==> src/rtl/pwm_seq_pkg.sv <==
package pwm_seq_pkg;
    localparam int NUM_GATES = 2;
    localparam int GATE_MAIN = 0;
    localparam int GATE_SYNC = 1;
endpackage

==> src/rtl/pwm_low_timer.sv <==
// Counts the cycles a gate has spent low. The count saturates and is cleared while the gate is high.
module pwm_low_timer #(
    parameter int CNT_W = 8
) (
    input  logic             clk,
    input  logic             rst_n,
    input  logic             gate_q,
    output logic [CNT_W-1:0] low_cnt
);
    localparam logic [CNT_W-1:0] CNT_MAX = {CNT_W{1'b1}};

    logic [CNT_W-1:0] cnt_d, cnt_q;

    always_comb begin
        cnt_d = cnt_q;
        if (gate_q)
            cnt_d = '0;
        else if (cnt_q != CNT_MAX)
            cnt_d = cnt_q + 1'b1;
    end

    always_ff @(posedge clk or negedge rst_n) begin
        if (!rst_n) cnt_q <= CNT_MAX;
        else        cnt_q <= cnt_d;
    end

    assign low_cnt = cnt_q;
endmodule

==> src/rtl/pwm_trip_latch.sv <==
// Reset-dominant PWM latch with blanking after a second-level current trip.
module pwm_trip_latch #(
    parameter int BLANK_PULSES = 2
) (
    input  logic clk,
    input  logic rst_n,
    input  logic run,
    input  logic clk_pulse,
    input  logic ramp_trip,
    input  logic ilim1_trip,
    input  logic ilim2_trip,
    output logic pwm_req
);
    localparam int SKIP_W = $clog2(BLANK_PULSES + 1);
    localparam logic [SKIP_W-1:0] SKIP_LOAD = SKIP_W'(BLANK_PULSES);

    typedef struct packed {
        logic              req;
        logic [SKIP_W-1:0] skip;
    } latch_st_t;

    latch_st_t st_d, st_q;
    logic      clear_now;

    always_comb begin
        st_d      = st_q;
        clear_now = ramp_trip | ilim1_trip | ilim2_trip | (st_q.skip != '0);
        if (!run) begin
            st_d = '0;
        end else begin
            if (ilim2_trip)
                st_d.skip = SKIP_LOAD;
            else if (clk_pulse && st_q.skip != '0)
                st_d.skip = st_q.skip - 1'b1;
            if (clear_now)
                st_d.req = 1'b0;
            else if (clk_pulse)
                st_d.req = 1'b1;
        end
    end

    always_ff @(posedge clk or negedge rst_n) begin
        if (!rst_n) st_q <= '0;
        else        st_q <= st_d;
    end

    assign pwm_req = st_q.req;

    // the request only sets on an edge that sampled a clock pulse
    assert_set_needs_pulse_R10: assert property (@(posedge clk) disable iff (!rst_n)
        $rose(st_q.req) |-> $past(clk_pulse));
    // the request is clear whenever blanking is active
    assert_blank_holds_off_R3: assert property (@(posedge clk) disable iff (!rst_n)
        (st_q.skip != '0) |-> !st_q.req);
    // a trip that coincides with the pulse wins
    assert_trip_beats_pulse_R9: assert property (@(posedge clk) disable iff (!rst_n)
        $past(clk_pulse && (ramp_trip || ilim1_trip)) |-> !st_q.req);
    // the second-level trip always leaves a full blanking count
    assert_reload_R4: assert property (@(posedge clk) disable iff (!rst_n)
        $past(run && ilim2_trip) |-> (st_q.skip == SKIP_LOAD));
endmodule

==> src/rtl/pwm_deadtime.sv <==
// Break-before-make stage: turns the request into two gates with dead time in both directions.
module pwm_deadtime
    import pwm_seq_pkg::*;
#(
    parameter int DT_W = 8
) (
    input  logic            clk,
    input  logic            rst_n,
    input  logic            run,
    input  logic            pwm_req,
    input  logic [DT_W-1:0] dt_cycles,
    output logic            gate_main,
    output logic            gate_sync
);
    localparam logic [DT_W-1:0] DT_ONE = DT_W'(1);

    logic [NUM_GATES-1:0] gate_d, gate_q, want;
    logic [DT_W-1:0]      low_cnt [NUM_GATES];
    logic [DT_W-1:0]      dt_eff, dt_thresh;

    assign dt_eff    = (dt_cycles == '0) ? DT_ONE : dt_cycles;
    assign dt_thresh = dt_eff - DT_ONE;

    assign want[GATE_MAIN] = run &  pwm_req;
    assign want[GATE_SYNC] = run & ~pwm_req;

    for (genvar g = 0; g < NUM_GATES; g++) begin : g_side
        pwm_low_timer #(.CNT_W(DT_W)) u_low (
            .clk     (clk),
            .rst_n   (rst_n),
            .gate_q  (gate_q[g]),
            .low_cnt (low_cnt[g])
        );
    end

    always_comb begin
        for (int g = 0; g < NUM_GATES; g++) begin
            gate_d[g] = want[g] &&
                        (gate_q[g] ||
                         (!gate_q[NUM_GATES-1-g] && low_cnt[NUM_GATES-1-g] >= dt_thresh));
        end
    end

    always_ff @(posedge clk or negedge rst_n) begin
        if (!rst_n) gate_q <= '0;
        else        gate_q <= gate_d;
    end

    assign gate_main = gate_q[GATE_MAIN];
    assign gate_sync = gate_q[GATE_SYNC];

    assert_no_overlap_R11: assert property (@(posedge clk) disable iff (!rst_n)
        !(gate_q[GATE_MAIN] && gate_q[GATE_SYNC]));
    // the main gate rises only once the sync gate has been low long enough
    assert_main_dead_R5: assert property (@(posedge clk) disable iff (!rst_n)
        $rose(gate_q[GATE_MAIN]) |-> ($past(low_cnt[GATE_SYNC]) >= $past(dt_thresh)));
    // the sync gate rises only once the main gate has been low long enough
    assert_sync_dead_R6: assert property (@(posedge clk) disable iff (!rst_n)
        $rose(gate_q[GATE_SYNC]) |-> ($past(low_cnt[GATE_MAIN]) >= $past(dt_thresh)));
endmodule

==> src/rtl/pwm_gate_seq.sv <==
module pwm_gate_seq #(
    parameter int DT_W         = 8,
    parameter int BLANK_PULSES = 2
) (
    input  logic            clk,
    input  logic            rst_n,
    input  logic            run,
    input  logic            clk_pulse,
    input  logic            ramp_trip,
    input  logic            ilim1_trip,
    input  logic            ilim2_trip,
    input  logic [DT_W-1:0] dt_cycles,
    output logic            gate_main,
    output logic            gate_sync
);
    logic req;

    pwm_trip_latch #(.BLANK_PULSES(BLANK_PULSES)) u_latch (
        .clk        (clk),
        .rst_n      (rst_n),
        .run        (run),
        .clk_pulse  (clk_pulse),
        .ramp_trip  (ramp_trip),
        .ilim1_trip (ilim1_trip),
        .ilim2_trip (ilim2_trip),
        .pwm_req    (req)
    );

    pwm_deadtime #(.DT_W(DT_W)) u_dead (
        .clk       (clk),
        .rst_n     (rst_n),
        .run       (run),
        .pwm_req   (req),
        .dt_cycles (dt_cycles),
        .gate_main (gate_main),
        .gate_sync (gate_sync)
    );

    assert_run_off_R8: assert property (@(posedge clk) disable iff (!rst_n)
        $past(!run) |-> (!gate_main && !gate_sync));
endmodule

==> config.mk <==
export PLATFORM = sky130hd
export DESIGN_NAME = pwm_gate_seq
export DESIGN_NICKNAME = d
export VERILOG_FILES = /design/src/rtl/pwm_seq_pkg.sv /design/src/rtl/pwm_low_timer.sv /design/src/rtl/pwm_trip_latch.sv /design/src/rtl/pwm_deadtime.sv /design/src/rtl/pwm_gate_seq.sv
export SDC_FILE = /design/constraint.sdc
export NUM_CORES = 1
export LEC_CHECK = 0
export ABC_AREA = 1
export BUFFER_PORTS_ARGS = -buffer_cell sky130_fd_sc_hd__buf_2
export CAP_MARGIN = 20
export CORE_MARGIN = 3
export CORE_UTILIZATION = 52
export DETAILED_ROUTE_END_ITERATION = 8
export GPL_TIMING_DRIVEN = 0
export PLACE_DENSITY = 0.74
export SYNTH_ARGS = -nofsm -noshare
export SYNTH_HDL_FRONTEND = slang
export SYNTH_SLANG_ARGS = --single-unit
==> constraint.sdc <==
create_clock -name clk -period 1.7 [get_ports clk]
set_clock_uncertainty 0.2 [all_clocks]
set_input_delay 0.34 -clock clk [delete_from_list [all_inputs] [get_ports clk]]
set_output_delay 0.34 -clock clk [all_outputs]
set_load 0.005 [all_outputs]
# ---- Word-level counts from Yosys, hierarchy flattened
# Cells that the tools add are included.
dict set report totals {
  ff_bits 21
  in_bits 15
  output_inout_bits 2
  elab_cells 44
}
dict set report classes {
  n_addsub 4
  magnitude_cmp 2
  n_eq_ne 4
  muxes 10
  n_bitwise 6
  reduce_logical 13
}
# op n
set ops {}
lappend ops {{$mux 8} 5}
lappend ops {{$add 8x1->8 const B} 2}
lappend ops {{$ge 8x8->1} 2}
lappend ops {{$ne 8x8->1 const B} 2}
lappend ops {{$logic_not 8->1} 1}
lappend ops {{$sub 8x1->8 const B} 1}
lappend ops {{$ne 3x1->1 const B} 2}
lappend ops {{$reduce_bool 2->1} 3}
lappend ops {{$logic_and 1x1->1} 5}
lappend ops {{$mux 2} 2}
lappend ops {{$mux 3} 1}
lappend ops {{$or 1x1->1} 3}
lappend ops {{$and 1x1->1} 2}
lappend ops {{$logic_not 1->1} 2}
lappend ops {{$logic_or 1x1->1} 2}
lappend ops {{$mux 1} 2}
lappend ops {{$sub 2x1->2 const B} 1}
lappend ops {{$not 1->1} 1}

# ---- Logic depth before layout (Yosys ltp)
# Gate-level depths: netlist of the first run.
dict set report depth {
  word_depth 7
  mapped_depth 21
  ltp_nobuf 21
}

# ---- Hierarchy
# Synthesis of the first run repeated with hierarchy kept, for this count alone.
dict set report unflattened {
  hier_cells 241
  area_unflattened_um2 1740.4
}
# module n_inst cells_each area_each_um2 seq_area_each_um2
set modules_own_cells {}
lappend modules_own_cells {pwm_low_timer 2 60 486.7 210.2}
lappend modules_own_cells {pwm_deadtime 1 96 591.8 50.0}
lappend modules_own_cells {pwm_trip_latch 1 25 175.2 75.1}

# ---- Least setup slack after synthesis of the first run
# OpenSTA, ideal clock, no wires.
dict set report synth_timing {
  kind {input-to-reg}
  startpoint {input dt_cycles[4]}
  endpoint {register u_dead.gate_q[0]}
  setup_ns 0.125
  arrival_ns 1.972
  required_time_ns 1.375
  slack_ns -0.598
  stages 19
  n_path_buf 0
  cell_sequence {inv_1 > nand2_2 > nor2_2 > nand2_2 > nand2_2 > inv_1 > ha_1 > xnor2_1 > ha_1 > nand2_1 > nand2_1 > nand2_1 > nand2_1 > nand2_1 > nand3_1 > nand2_1 > nand2_1 > nand2_1 > a21oi_2}
}
dict set report synth_via {
  elab_chain_cells 7
}
# element line
set synth_rtl {}
lappend synth_rtl {{start, declared} pwm_gate_seq.sv:12} ;# input logic [DT_W-1:0] dt_cycles,
lappend synth_rtl {{$logic_not 8->1} pwm_deadtime.sv:21} ;# assign dt_eff = (dt_cycles == '0) ? DT_ONE : dt_cycles;
lappend synth_rtl {{$mux 8 (*)} pwm_deadtime.sv:21}
lappend synth_rtl {{$sub 8x1->8 (*)} pwm_deadtime.sv:22} ;# assign dt_thresh = dt_eff - DT_ONE;
lappend synth_rtl {{$ge 8x8->1 (*)} pwm_deadtime.sv:40} ;# (!gate_q[NUM_GATES-1-g] && low_cnt[NUM_GATES-1-g] >= dt_thresh));
lappend synth_rtl {{$logic_and 1x1->1 (*)} pwm_deadtime.sv:40}
lappend synth_rtl {{$logic_or 1x1->1 (*)} pwm_deadtime.sv:39} ;# (gate_q[g] ||
lappend synth_rtl {{$logic_and 1x1->1 (*)} pwm_deadtime.sv:38} ;# gate_d[g] = want[g] &&
lappend synth_rtl {{via u_dead.gate_d[0]} pwm_deadtime.sv:17} ;# logic [NUM_GATES-1:0] gate_d, gate_q, want;
lappend synth_rtl {{end signal, assigned} pwm_deadtime.sv:46} ;# else gate_q <= gate_d;
lappend synth_rtl {{end, declared} pwm_deadtime.sv:17}
# The timed path passes the listed nets; every way through them passes the cells marked *.
# A chain may end at the register's enable or synchronous reset.

# ---- Worst setup path after layout of the first run
dict set report layout_timing {
  startpoint {input dt_cycles[1]}
  endpoint {register u_dead.gate_q[0]}
}
# The elaborated chain is that of the path after synthesis.

==> metrics.log, run 1 <==
[metrics] maximum number of pins on one net before global-route repair: 22
[metrics] core region area: 2829 µm²
[metrics] total of warnings raised by yosys: 0
[metrics] max-cap check violation count: 0
[metrics] area growth from synthesis to final layout: 42.37%
[metrics] number of buffers and inverters on the critical path: 3
[metrics] number of nets with antenna violations after detailed routing: 0
[metrics] Clock Tree Root: sky130_fd_sc_hd__clkbuf_4
[metrics] status: finished, violations left
[metrics] share of the cycle needed by the critical path after routing: 122.1%
[metrics] startpoint type of the worst setup path: input pin
[metrics] number of remaining DRC errors: 0
[metrics] path length in cells of the critical path: 20
[metrics] data arrival time of the critical path: 2070 ps
[metrics] Final Worst Setup Slack: -374.9 ps
[metrics] post-DR vias/cell: 5.325
[metrics] area share of the leading cell type in the synthesized netlist: 26.71%
[metrics] Max-Slew Margin vs Limit: 68.65%
[metrics] number of cells on the worst reg-to-reg path: 16
[metrics] vertical extent of the die: 61.02 µm
[metrics] non-filler instance count after layout: 283
[metrics] global-route wire length before repair: 6.154 mm
[metrics] final hold viol count: 0
[metrics] number of flip-flops and latches in the synthesized netlist: 21
[metrics] cell count after placement: 253
[metrics] total clock sinks: 21
[metrics] unrepaired setup endpoints after global routing: true
[metrics] final setup violation count: 15
[metrics] clock latency reported for the late side of the worst-skew pair: 310 ps
[metrics] number of global-route vias before repair: 1450
[metrics] Detail Placement HPWL: 2.650 mm
[metrics] chain of cells forming the critical path: buf_4 > inv_8 > nand2_4 > nor2_4 > nand2_4 > nand2_4 > inv_4 > ha_4 > xnor2_4 > ha_1 > nand2_1 > nand2_1 > nand2_1 > nand2_1 > nand2_1 > nand3_1 > nand2_1 > nand2_1 > nand2_1 > a21oi_2
[metrics] initial core utilization: 55.64%
[metrics] Power Dens Cells: 1151 nW/µm²
[metrics] crit path max-delay cell type: sky130_fd_sc_hd__ha_1
[metrics] final routed wire length divided by cell count: 13.93 µm
[metrics] final net count: 284
[metrics] number of violations reported at the end of detailed-routing iteration 0: 53
[metrics] biggest area contributors in the synthesized netlist: sky130_fd_sc_hd__dfstp_2 (27%), sky130_fd_sc_hd__ha_1 (13%), sky130_fd_sc_hd__nand2_1 (9.8%)
[metrics] achievable frequency: 481.9 MHz
[metrics] synth unique cells: 28
[metrics] Row Count: 19
[metrics] standby leakage power: 0.001111 µW
[metrics] number of H-tree branching levels: 1
[metrics] Die Footprint: 3723 µm²
[metrics] gp weighted congestion: 0.8981
[metrics] violated checks: negative setup slack
[metrics] FF-to-FF setup slack: -340 ps
[metrics] number of pins with negative max-slew slack in the final report: 0
[metrics] Worst Max-Slew Pin Slew: 470.3 ps
[metrics] number of iterations in the first detailed-routing pass: 4
[metrics] synthesized netlist cell count: 206
[metrics] largest area contributor in the netlist: sky130_fd_sc_hd__dfstp_2
[metrics] clock-pin transition on the worst setup and hold timing paths: 110 ps
[metrics] post-synthesis net count: 237
[metrics] crit path max fanout: 3
[metrics] total CTS buffers: 3
[metrics] cell family contributing the most delay on the critical path: simple AND/OR/NAND/NOR gates
[metrics] x dimension of the die: 61.02 µm
[metrics] worst-case clock buffer depth: 2
[metrics] Peak VDD IR: 0.7017 mV
[metrics] data required time at the worst endpoint: 1690 ps
[metrics] io pins: 17
[metrics] overflow left after global routing: 0
[metrics] buffers added on ports: 16
[metrics] initial antenna violation count: 0
[metrics] GR Util All Layers: 22.58%
[metrics] diode insertion count for antenna repair: 0
[metrics] time the worst path needs with I/O delays and setup: 2075 ps
[metrics] fraction of layout cells with a size suffix above 1: 44.05%
[metrics] Syn Std Cell Area: 1574 µm²
[metrics] worst setup path category: in2reg
[metrics] part of the Yosys area used for sequential elements: 34.66%
[metrics] count of vias placed by the detailed router: 1507
[metrics] most repeated library cell on the critical path: sky130_fd_sc_hd__nand2_1
[metrics] TritonCTS clock tree: done
[metrics] kind of path behind the tightest hold check: in2reg
[metrics] final wirelength: 3.941 mm
[metrics] hold depth: 3
[metrics] kind of end point of the critical path: register
[metrics] mean post-synth cell area: 7.641 µm²
[metrics] hold slack: 74.80 ps
[metrics] Critical Path Max Stage Delay: 260 ps
-- per-layer routing --
| metal | global-route usage (%) | vias to the layer above | part of all wire, % |
|---|---|---|---|
| met5 | 0 | - | 0 |
| li1 | - | 766 | - |
| met1 | 26.18 | 695 | 39 |
| met3 | 2.935 | 10 | 3.0 |
| met4 | 8.050 | 0 | 2.3 |
| met2 | 42.29 | 36 | 55 |
-- through the flow --
step / total power (µW) / area [µm²] / TNS [ps] / util (%) / worst slack, ps
finish: 2578 / 2241 / -2069 / 79.21 / -374.9
floorplan: 1635 / 1674 / -876.0 / - / -460.2
CTS: 2389 / 2156 / -2537 / 76.21 / -335.7
global placement: 1825 / 1793 / -2579 / 63.38 / -843.6
global route: 2804 / 2241 / -3688 / 79.21 / -519.3
detailed placement: 1883 / 1793 / -3036 / 63.38 / -912.8
-- placed cells by master, fill, tap and decap left out, types with 4 or more instances in the layout --
master	instances
sky130_fd_sc_hd__nand2_4	5
sky130_fd_sc_hd__nand2_1	36
sky130_fd_sc_hd__o21ai_0	7
sky130_fd_sc_hd__nand2_2	5
sky130_fd_sc_hd__nor3_1	5
sky130_fd_sc_hd__nand3_1	10
sky130_fd_sc_hd__buf_4	18
sky130_fd_sc_hd__dfrtp_1	5
sky130_fd_sc_hd__a211oi_1	4
sky130_fd_sc_hd__a21oi_1	7
sky130_fd_sc_hd__ha_1	13
sky130_fd_sc_hd__nor3_4	4
sky130_fd_sc_hd__dfstp_2	16
sky130_fd_sc_hd__buf_2	11
sky130_fd_sc_hd__inv_1	35
sky130_fd_sc_hd__nand3_2	4
sky130_fd_sc_hd__buf_6	9
sky130_fd_sc_hd__inv_8	4
sky130_fd_sc_hd__inv_2	5
sky130_fd_sc_hd__o21ai_2	4
-- power breakdown --
| part | switching [µW] | leakage (µW) | internal (µW) |
|---|---|---|---|
| clock | 157 | 0.0000177 | 87.8 |
| combinational | 719 | 0.000858 | 595 |
| sequential | 233 | 0.000235 | 787 |
-- sequential cells by signal, indices dropped and copies added (netlist names) --
signal and cells:
u_latch.pwm_req 1, u_dead.g_side.u_low.low_cnt 16, u_dead.gate_q 2, u_latch.st_q 2
-- worst paths after layout --
check | from | endpoint
worst max register to register | u_dead.g_side[1].u_low.low_cnt[0] | u_dead.gate_q[0]
max in group asynchronous | rst_n | u_dead.g_side[0].u_low.low_cnt[7]
min in group asynchronous | rst_n | u_dead.gate_q[1]
worst max-delay path | dt_cycles[1] | u_dead.gate_q[0]
worst min register to register | u_dead.gate_q[0] | u_dead.g_side[0].u_low.low_cnt[3]
worst min-delay path | run | u_dead.gate_q[0]
-- cells by family after synthesis --
group / count (synthesis) / synth area share (%)
compound gates: 31 / 11.61
xor+xnor: 4 / 2.226
fa+ha+maj: 16 / 12.72
buf+inv: 46 / 10.97
flops: 21 / 34.66
simple gates: 88 / 27.82
-- tightest hold or removal path, delay by kind of cell --
| family | cells | cell delay [ps] |
|---|---|---|
| buffers and inverters | 1 | 110 |
| AOI/OAI and AO/OA | 1 | 30 |
| and+or+nand+nor | 1 | 70 |
-- synth_stat cells, drive strengths merged --
cell,n
or2,1
dfstp,16
xor2,3
ha,16
o21ai,14
nor2,9
nor3,10
nand2,47
nor4,1
nand3,17
nand4,3
a211oi,5
o211a,1
xnor2,1
inv,46
a21oi,9
a31oi,2
dfrtp,5
-- final cells by class --
class	instances	area [µm²]
flip-flops and latches	21	545.5
clock inverters	1	5.005
multi-input cells	139	1075
well taps	31	38.79
clock buffers	3	22.52
repair buffers	42	336.6
fillers	169	588.1
inverters	46	217.7
-- what timing repair did --
action,CTS,global route
hold endpoints to repair,6,0
endpoints found under the setup margin,12,17
hold buffers,3,0
gates resized for setup,39,18
setup buffers,21,5
pin swaps,22,10
No activity file was read; power rests on OpenSTA's default activity.
==> inputs of run 2 (changes only) <==
--- a/config.mk
+++ b/config.mk
@@ -8,6 +8,7 @@
 export ABC_AREA = 1
 export BUFFER_PORTS_ARGS = -buffer_cell sky130_fd_sc_hd__buf_2
 export CAP_MARGIN = 20
+export CORE_ASPECT_RATIO = 1.75
 export CORE_MARGIN = 3
 export CORE_UTILIZATION = 52
 export DETAILED_ROUTE_END_ITERATION = 8
==> metrics.log, run 2 (synthesis results as in run 1) <==
[metrics] TritonCTS clock tree: done
[metrics] Clock Tree Root: sky130_fd_sc_hd__clkbuf_8
[metrics] clock latency reported for the late side of the worst-skew pair: 260 ps
[metrics] final-layout fill cell count: 128
[metrics] Placement Setup Slack: -931.8 ps
[metrics] startpoint type of the worst setup path: input pin
[metrics] time the worst path needs with I/O delays and setup: 2296 ps
[metrics] global-route wire length before repair: 6.824 mm
[metrics] number of pins with negative max-slew slack in the final report: 0
[metrics] Critical Path Max Stage Delay: 270 ps
[metrics] Worst Max-Slew Pin Slew: 484.1 ps
[metrics] number of violations reported at the end of detailed-routing iteration 0: 111
[metrics] overflow left after global routing: 0
[metrics] area growth from synthesis to final layout: 55.88%
[metrics] final net count: 291
[metrics] initial core utilization: 56.54%
[metrics] crit path max fanout: 4
[metrics] kind of end point of the critical path: register
[metrics] post-DR vias/cell: 5.899
[metrics] initial antenna violation count: 0
[metrics] Post-Place Cell Area: 1788 µm²
[metrics] crit path max-delay cell type: sky130_fd_sc_hd__ha_1
[metrics] Final Worst Setup Slack: -595.7 ps
[metrics] x dimension of the die: 47.59 µm
[metrics] cell family contributing the most delay on the critical path: simple AND/OR/NAND/NOR gates
[metrics] hold slack: 25.76 ps
[metrics] share of the cycle needed by the critical path after routing: 135.0%
[metrics] Peak VDD IR: 1.123 mV
[metrics] data arrival time of the critical path: 2240 ps
[metrics] violated checks: negative setup slack
[metrics] achievable frequency: 435.6 MHz
[metrics] gp weighted congestion: 0.8712
[metrics] worst-case clock buffer depth: 2
[metrics] max-cap check violation count: 0
[metrics] diode insertion count for antenna repair: 0
[metrics] total CTS buffers: 3
[metrics] final hold viol count: 0
[metrics] design area: 2454 µm²
[metrics] chain of cells forming the critical path: buf_12 > clkinv_8 > nand2_4 > nor2_4 > nand2_4 > nand2_4 > inv_4 > ha_4 > xnor2_4 > ha_1 > nand2_1 > nand2_1 > nand2_1 > nand2_1 > nand2_1 > nand3_1 > nand2_1 > nand2_1 > nand2_1 > a21oi_1
[metrics] core region area: 2784 µm²
[metrics] final wirelength: 5.335 mm
[metrics] number of nets with antenna violations after detailed routing: 0
[metrics] Detail Placement HPWL: 2.653 mm
[metrics] Max-Slew Margin vs Limit: 67.73%
[metrics] status: finished, violations left
[metrics] commonest cells after routing, fill and taps aside: sky130_fd_sc_hd__inv_1 (35), sky130_fd_sc_hd__nand2_1 (32), sky130_fd_sc_hd__buf_4 (23)
[metrics] kind of path behind the tightest hold check: in2reg
[metrics] count of vias placed by the detailed router: 1687
[metrics] data required time at the worst endpoint: 1640 ps
[metrics] number of remaining DRC errors: 0
[metrics] fraction of layout cells with a size suffix above 1: 52.12%
[metrics] standby leakage power: 0.001183 µW
[metrics] Power Total: 3015 µW
[metrics] buffers added on ports: 16
[metrics] number of H-tree branching levels: 1
[metrics] worst setup path category: in2reg
[metrics] commonest non-fill, non-tap cell in the layout: sky130_fd_sc_hd__inv_1
[metrics] total clock sinks: 21
[metrics] number of buffers and inverters on the critical path: 3
[metrics] vertical extent of the die: 78.78 µm
[metrics] flip-flop count of the largest register after layout: 16
[metrics] io pins: 17
[metrics] Die Footprint: 3749 µm²
[metrics] maximum number of pins on one net before global-route repair: 22
[metrics] number of global-route vias before repair: 1621
[metrics] most repeated library cell on the critical path: sky130_fd_sc_hd__nand2_1
[metrics] Row Count: 25
[metrics] unrepaired setup endpoints after global routing: true
[metrics] number of iterations in the first detailed-routing pass: 4
[metrics] clock-pin transition on the worst setup and hold timing paths: 70 ps
[metrics] final setup violation count: 18
[metrics] final routed wire length divided by cell count: 18.65 µm
[metrics] total negative setup slack: -4992 ps
[metrics] GR Util All Layers: 24.57%
[metrics] Power Dens Cells: 1229 nW/µm²
-- run 2: per-layer routing --
layer | up-vias | GRT usage (%) | share of wire, %
li1 | 777 | - | -
met1 | 812 | 26.56 | 36
met2 | 74 | 43.15 | 56
met3 | 24 | 3.855 | 4.0
met4 | 0 | 11.86 | 4.1
met5 | - | 0 | 0
-- run 2: timing repair --
item                       CTS  global route
buffers inserted            15            17
hold endpoints to repair     5             0
setup endpoints to repair   15            17
pin swaps                   19            34
hold buffers                 1             0
resized for setup           33            48
-- run 2: per-stage QoR --
stage	util, %	instances
final	88.13	286
after global placement	64.22	249
after floorplan	-	206
after CTS	74.88	269
after global routing	88.13	286
after detailed placement	64.22	249
-- run 2: power breakdown --
group / internal (µW) / leakage (µW) / total, µW / switching (µW)
Combinational: 702 / 0.000925 / 1610 / 905
Clock: 167 / 0.0000228 / 329 / 162
Sequential: 791 / 0.000235 / 1080 / 288
-- run 2: worst reg2reg max path, stage by stage, from the launching register on --
cell                      delay, ps
sky130_fd_sc_hd__dfstp_2        570
sky130_fd_sc_hd__inv_1           90
sky130_fd_sc_hd__ha_1           290
sky130_fd_sc_hd__inv_1           50
sky130_fd_sc_hd__nand2_1         40
sky130_fd_sc_hd__nand2_1         60
sky130_fd_sc_hd__nand2_1         40
sky130_fd_sc_hd__nand2_1         50
sky130_fd_sc_hd__nand2_1         50
sky130_fd_sc_hd__nand2_1         60
sky130_fd_sc_hd__nand2_1         50
sky130_fd_sc_hd__nand2_1         70
sky130_fd_sc_hd__nand3_1         80
sky130_fd_sc_hd__nand2_1         80
sky130_fd_sc_hd__nand2_1         70
sky130_fd_sc_hd__nand2_1        100
sky130_fd_sc_hd__a21oi_1         70
-- run 2: layout make-up --
class                           instances  area [µm²]  area share [%]
Tap cell                               27       33.78           1.377
Sequential cell                        21       545.5           22.23
Inverter                               46       220.2           8.975
Clock buffer                            4       45.04           1.836
Timing Repair Buffer                   49       421.7           17.19
Multi-Input combinational cell        139        1187           48.39
-- run 2: path summary, 6_finish.rpt --
path,from,endpoint,slack (ps),cells past startpoint
setup reg to reg,u_dead.g_side[0].u_low.low_cnt[0],u_dead.gate_q[1],-420,16
hold / removal,ilim1_trip,u_latch.pwm_req,30,2
max in group asynchronous,rst_n,u_dead.g_side[1].u_low.low_cnt[4],580,2
hold reg to reg,u_dead.g_side[1].u_low.low_cnt[3],u_dead.g_side[1].u_low.low_cnt[4],330,2
min in group asynchronous,rst_n,u_latch.st_q[1],370,2
setup / recovery,dt_cycles[5],u_dead.gate_q[1],-600,20
==> inputs of run 3 (changes only) <==
--- a/config.mk
+++ b/config.mk
@@ -10,10 +10,10 @@
 export CAP_MARGIN = 20
 export CORE_ASPECT_RATIO = 1.75
 export CORE_MARGIN = 3
-export CORE_UTILIZATION = 52
+export CORE_UTILIZATION = 50
 export DETAILED_ROUTE_END_ITERATION = 8
 export GPL_TIMING_DRIVEN = 0
-export PLACE_DENSITY = 0.74
+export PLACE_DENSITY = 0.71
 export SYNTH_ARGS = -nofsm -noshare
 export SYNTH_HDL_FRONTEND = slang
 export SYNTH_SLANG_ARGS = --single-unit
==> metrics.log, run 3 (synthesis results as in run 1) <==
[metrics] vertical extent of the die: 80.23 µm
[metrics] final net count: 280
[metrics] standby leakage power: 0.001099 µW
[metrics] Final Worst Setup Slack: -455.0 ps
[metrics] most repeated library cell on the critical path: sky130_fd_sc_hd__nand2_1
[metrics] status: finished, violations left
[metrics] initial antenna violation count: 0
[metrics] kind of path behind the tightest hold check: in2reg
[metrics] startpoint of the worst register-to-register path: u_dead.g_side[1].u_low.low_cnt[0]
[metrics] data required time at the worst endpoint: 1650 ps
[metrics] final wirelength: 4.042 mm
[metrics] FF-to-FF setup slack: -330 ps
[metrics] number of cells on the worst reg-to-reg path: 16
[metrics] number of pins with negative max-slew slack in the final report: 0
[metrics] core region area: 2960 µm²
[metrics] final routed wire length divided by cell count: 13.94 µm
[metrics] total negative setup slack: -1689 ps
[metrics] data arrival time of the critical path: 2100 ps
[metrics] commonest cells after routing, fill and taps aside: sky130_fd_sc_hd__inv_1 (36), sky130_fd_sc_hd__nand2_1 (34), sky130_fd_sc_hd__buf_4 (20)
[metrics] Power Dens Cells: 1159 nW/µm²
[metrics] number of H-tree branching levels: 1
[metrics] post-DR vias/cell: 5.241
[metrics] terminating pin of the worst hold path: u_latch.pwm_req
[metrics] number of global-route vias before repair: 1498
[metrics] initial core utilization: 53.17%
[metrics] crit path max fanout: 2
[metrics] unrepaired setup endpoints after global routing: true
[metrics] overflow left after global routing: 0
[metrics] count of vias placed by the detailed router: 1520
[metrics] kind of end point of the critical path: register
[metrics] Critical Path Max Stage Delay: 270 ps
[metrics] violated checks: negative setup slack
[metrics] time the worst path needs with I/O delays and setup: 2155 ps
[metrics] Reg area: 545.5 µm²
[metrics] worst-case clock buffer depth: 2
[metrics] achievable frequency: 464.0 MHz
[metrics] max-cap check violation count: 0
[metrics] clock latency reported for the late side of the worst-skew pair: 260 ps
[metrics] total clock sinks: 21
[metrics] final setup violation count: 13
[metrics] share of the cycle needed by the critical path after routing: 126.8%
[metrics] chain of cells forming the critical path: buf_4 > inv_2 > nand2_2 > nor2_4 > nand2_4 > nand2_4 > buf_4 > buf_4 > nor2_4 > xor2_2 > ha_1 > nand2_1 > nand2_1 > nand2_1 > nand3_1 > nand2_1 > nand2_1 > nand2_1 > a21oi_2
[metrics] Row Count: 26
[metrics] Hold Crit Start: ilim1_trip
[metrics] clock-pin transition on the worst setup and hold timing paths: 80 ps
[metrics] reg2reg end: u_dead.gate_q[0]
[metrics] number of nets with antenna violations after detailed routing: 0
[metrics] buffers added on ports: 16
[metrics] Worst Max-Slew Pin Slew: 474.1 ps
[metrics] Placement Setup Slack: -927.5 ps
[metrics] io pins: 17
[metrics] final-layout fill cell count: 198
[metrics] number of remaining DRC errors: 0
[metrics] Peak VDD IR: 0.8900 mV
[metrics] fraction of layout cells with a size suffix above 1: 46.37%
[metrics] diode insertion count for antenna repair: 0
[metrics] flip-flop count of the largest register after layout: 16
[metrics] footprint of the multi-input gates: 1110 µm²
[metrics] commonest non-fill, non-tap cell in the layout: sky130_fd_sc_hd__inv_1
[metrics] final hold viol count: 0
[metrics] Detail Placement HPWL: 2.621 mm
[metrics] number of iterations in the first detailed-routing pass: 4
[metrics] number of violations reported at the end of detailed-routing iteration 0: 40
[metrics] crit path max-delay cell type: sky130_fd_sc_hd__ha_1
[metrics] worst setup path category: in2reg
[metrics] TritonCTS clock tree: done
[metrics] Clock Tree Root: sky130_fd_sc_hd__clkbuf_8
[metrics] x dimension of the die: 48.42 µm
[metrics] maximum number of pins on one net before global-route repair: 22
[metrics] Max-Slew Margin vs Limit: 68.39%
[metrics] total CTS buffers: 3
[metrics] GR Util All Layers: 20.81%
[metrics] gp weighted congestion: 0.8753
[metrics] area growth from synthesis to final layout: 44.67%
[metrics] startpoint type of the worst setup path: input pin
[metrics] global-route wire length before repair: 6.430 mm
[metrics] Die Footprint: 3884 µm²
[metrics] hold depth: 2
run 3: changes by cell type in the layout (fill, tap and decap cells not counted), sizes merged:
cell and change:
clkbuf -1, inv +1, buf -11
run 3: how the worst max path moves through the flow:
stage / from / end / slack (ps) / cells past startpoint
floorplan: dt_cycles[2] / u_dead.gate_q[0] / -460 / 19
global placement: dt_cycles[2] / u_dead.gate_q[0] / -880 / 20
detailed placement: dt_cycles[2] / u_dead.gate_q[0] / -930 / 20
CTS: dt_cycles[4] / u_dead.gate_q[0] / -380 / 20
global route: dt_cycles[7] / u_dead.gate_q[0] / -570 / 19
finish: dt_cycles[7] / u_dead.gate_q[0] / -450 / 19
run 3: layout make-up:
| class | count | area share (%) |
|---|---|---|
| clock inverter | 1 | 0.2198 |
| multi-input combinational | 139 | 48.74 |
| clock buffer | 3 | 1.813 |
| inverter | 46 | 9.560 |
| timing repair buffer | 38 | 13.41 |
| tap | 42 | 2.308 |
| sequential | 21 | 23.96 |
run 3: what timing repair did:
item,in CTS,in global routing
hold endpoints to repair,5,0
hold buffers,1,0
pin swaps,21,23
gates cloned,0,0
resized for setup,36,24
buffers inserted,14,7
endpoints found under the setup margin,15,16
run 3: critical path: cells and delay by family:
family                     cells  cell delay (ps)
AOI/OAI and AO/OA              1               50
xor gates and xnor gates       1              230
buffers and inverters          4              390
adders and majority gates      1              270
and+or+nand+nor               12              820
run 3: where the power goes:
group	total [µW]	internal [µW]	switching (µW)
clock	334	163	171
combinational	1270	576	693
sequential	1040	789	246
total	2640	1530	1110
run 3: stage by stage:
step	std cells	cell area, µm²	utilization (%)	total power (µW)	hold slack, ps
5_1_grt	290	2277	76.92	2875	13.04
6_report	290	2277	76.92	2639	17.99
2_1_floorplan	206	1674	-	1635	-155.6
4_1_cts	283	2110	71.26	2437	19.11
3_5_place_dp	264	1807	61.03	1890	122.8
3_3_place_gp	264	1807	61.03	1843	113.9
run 3: per-layer routing:
layer	global-route usage (%)	routed length, µm
met2	40.06	2316
met4	9.402	115
met1	22.17	1492
met3	2.783	118
met5	0	0
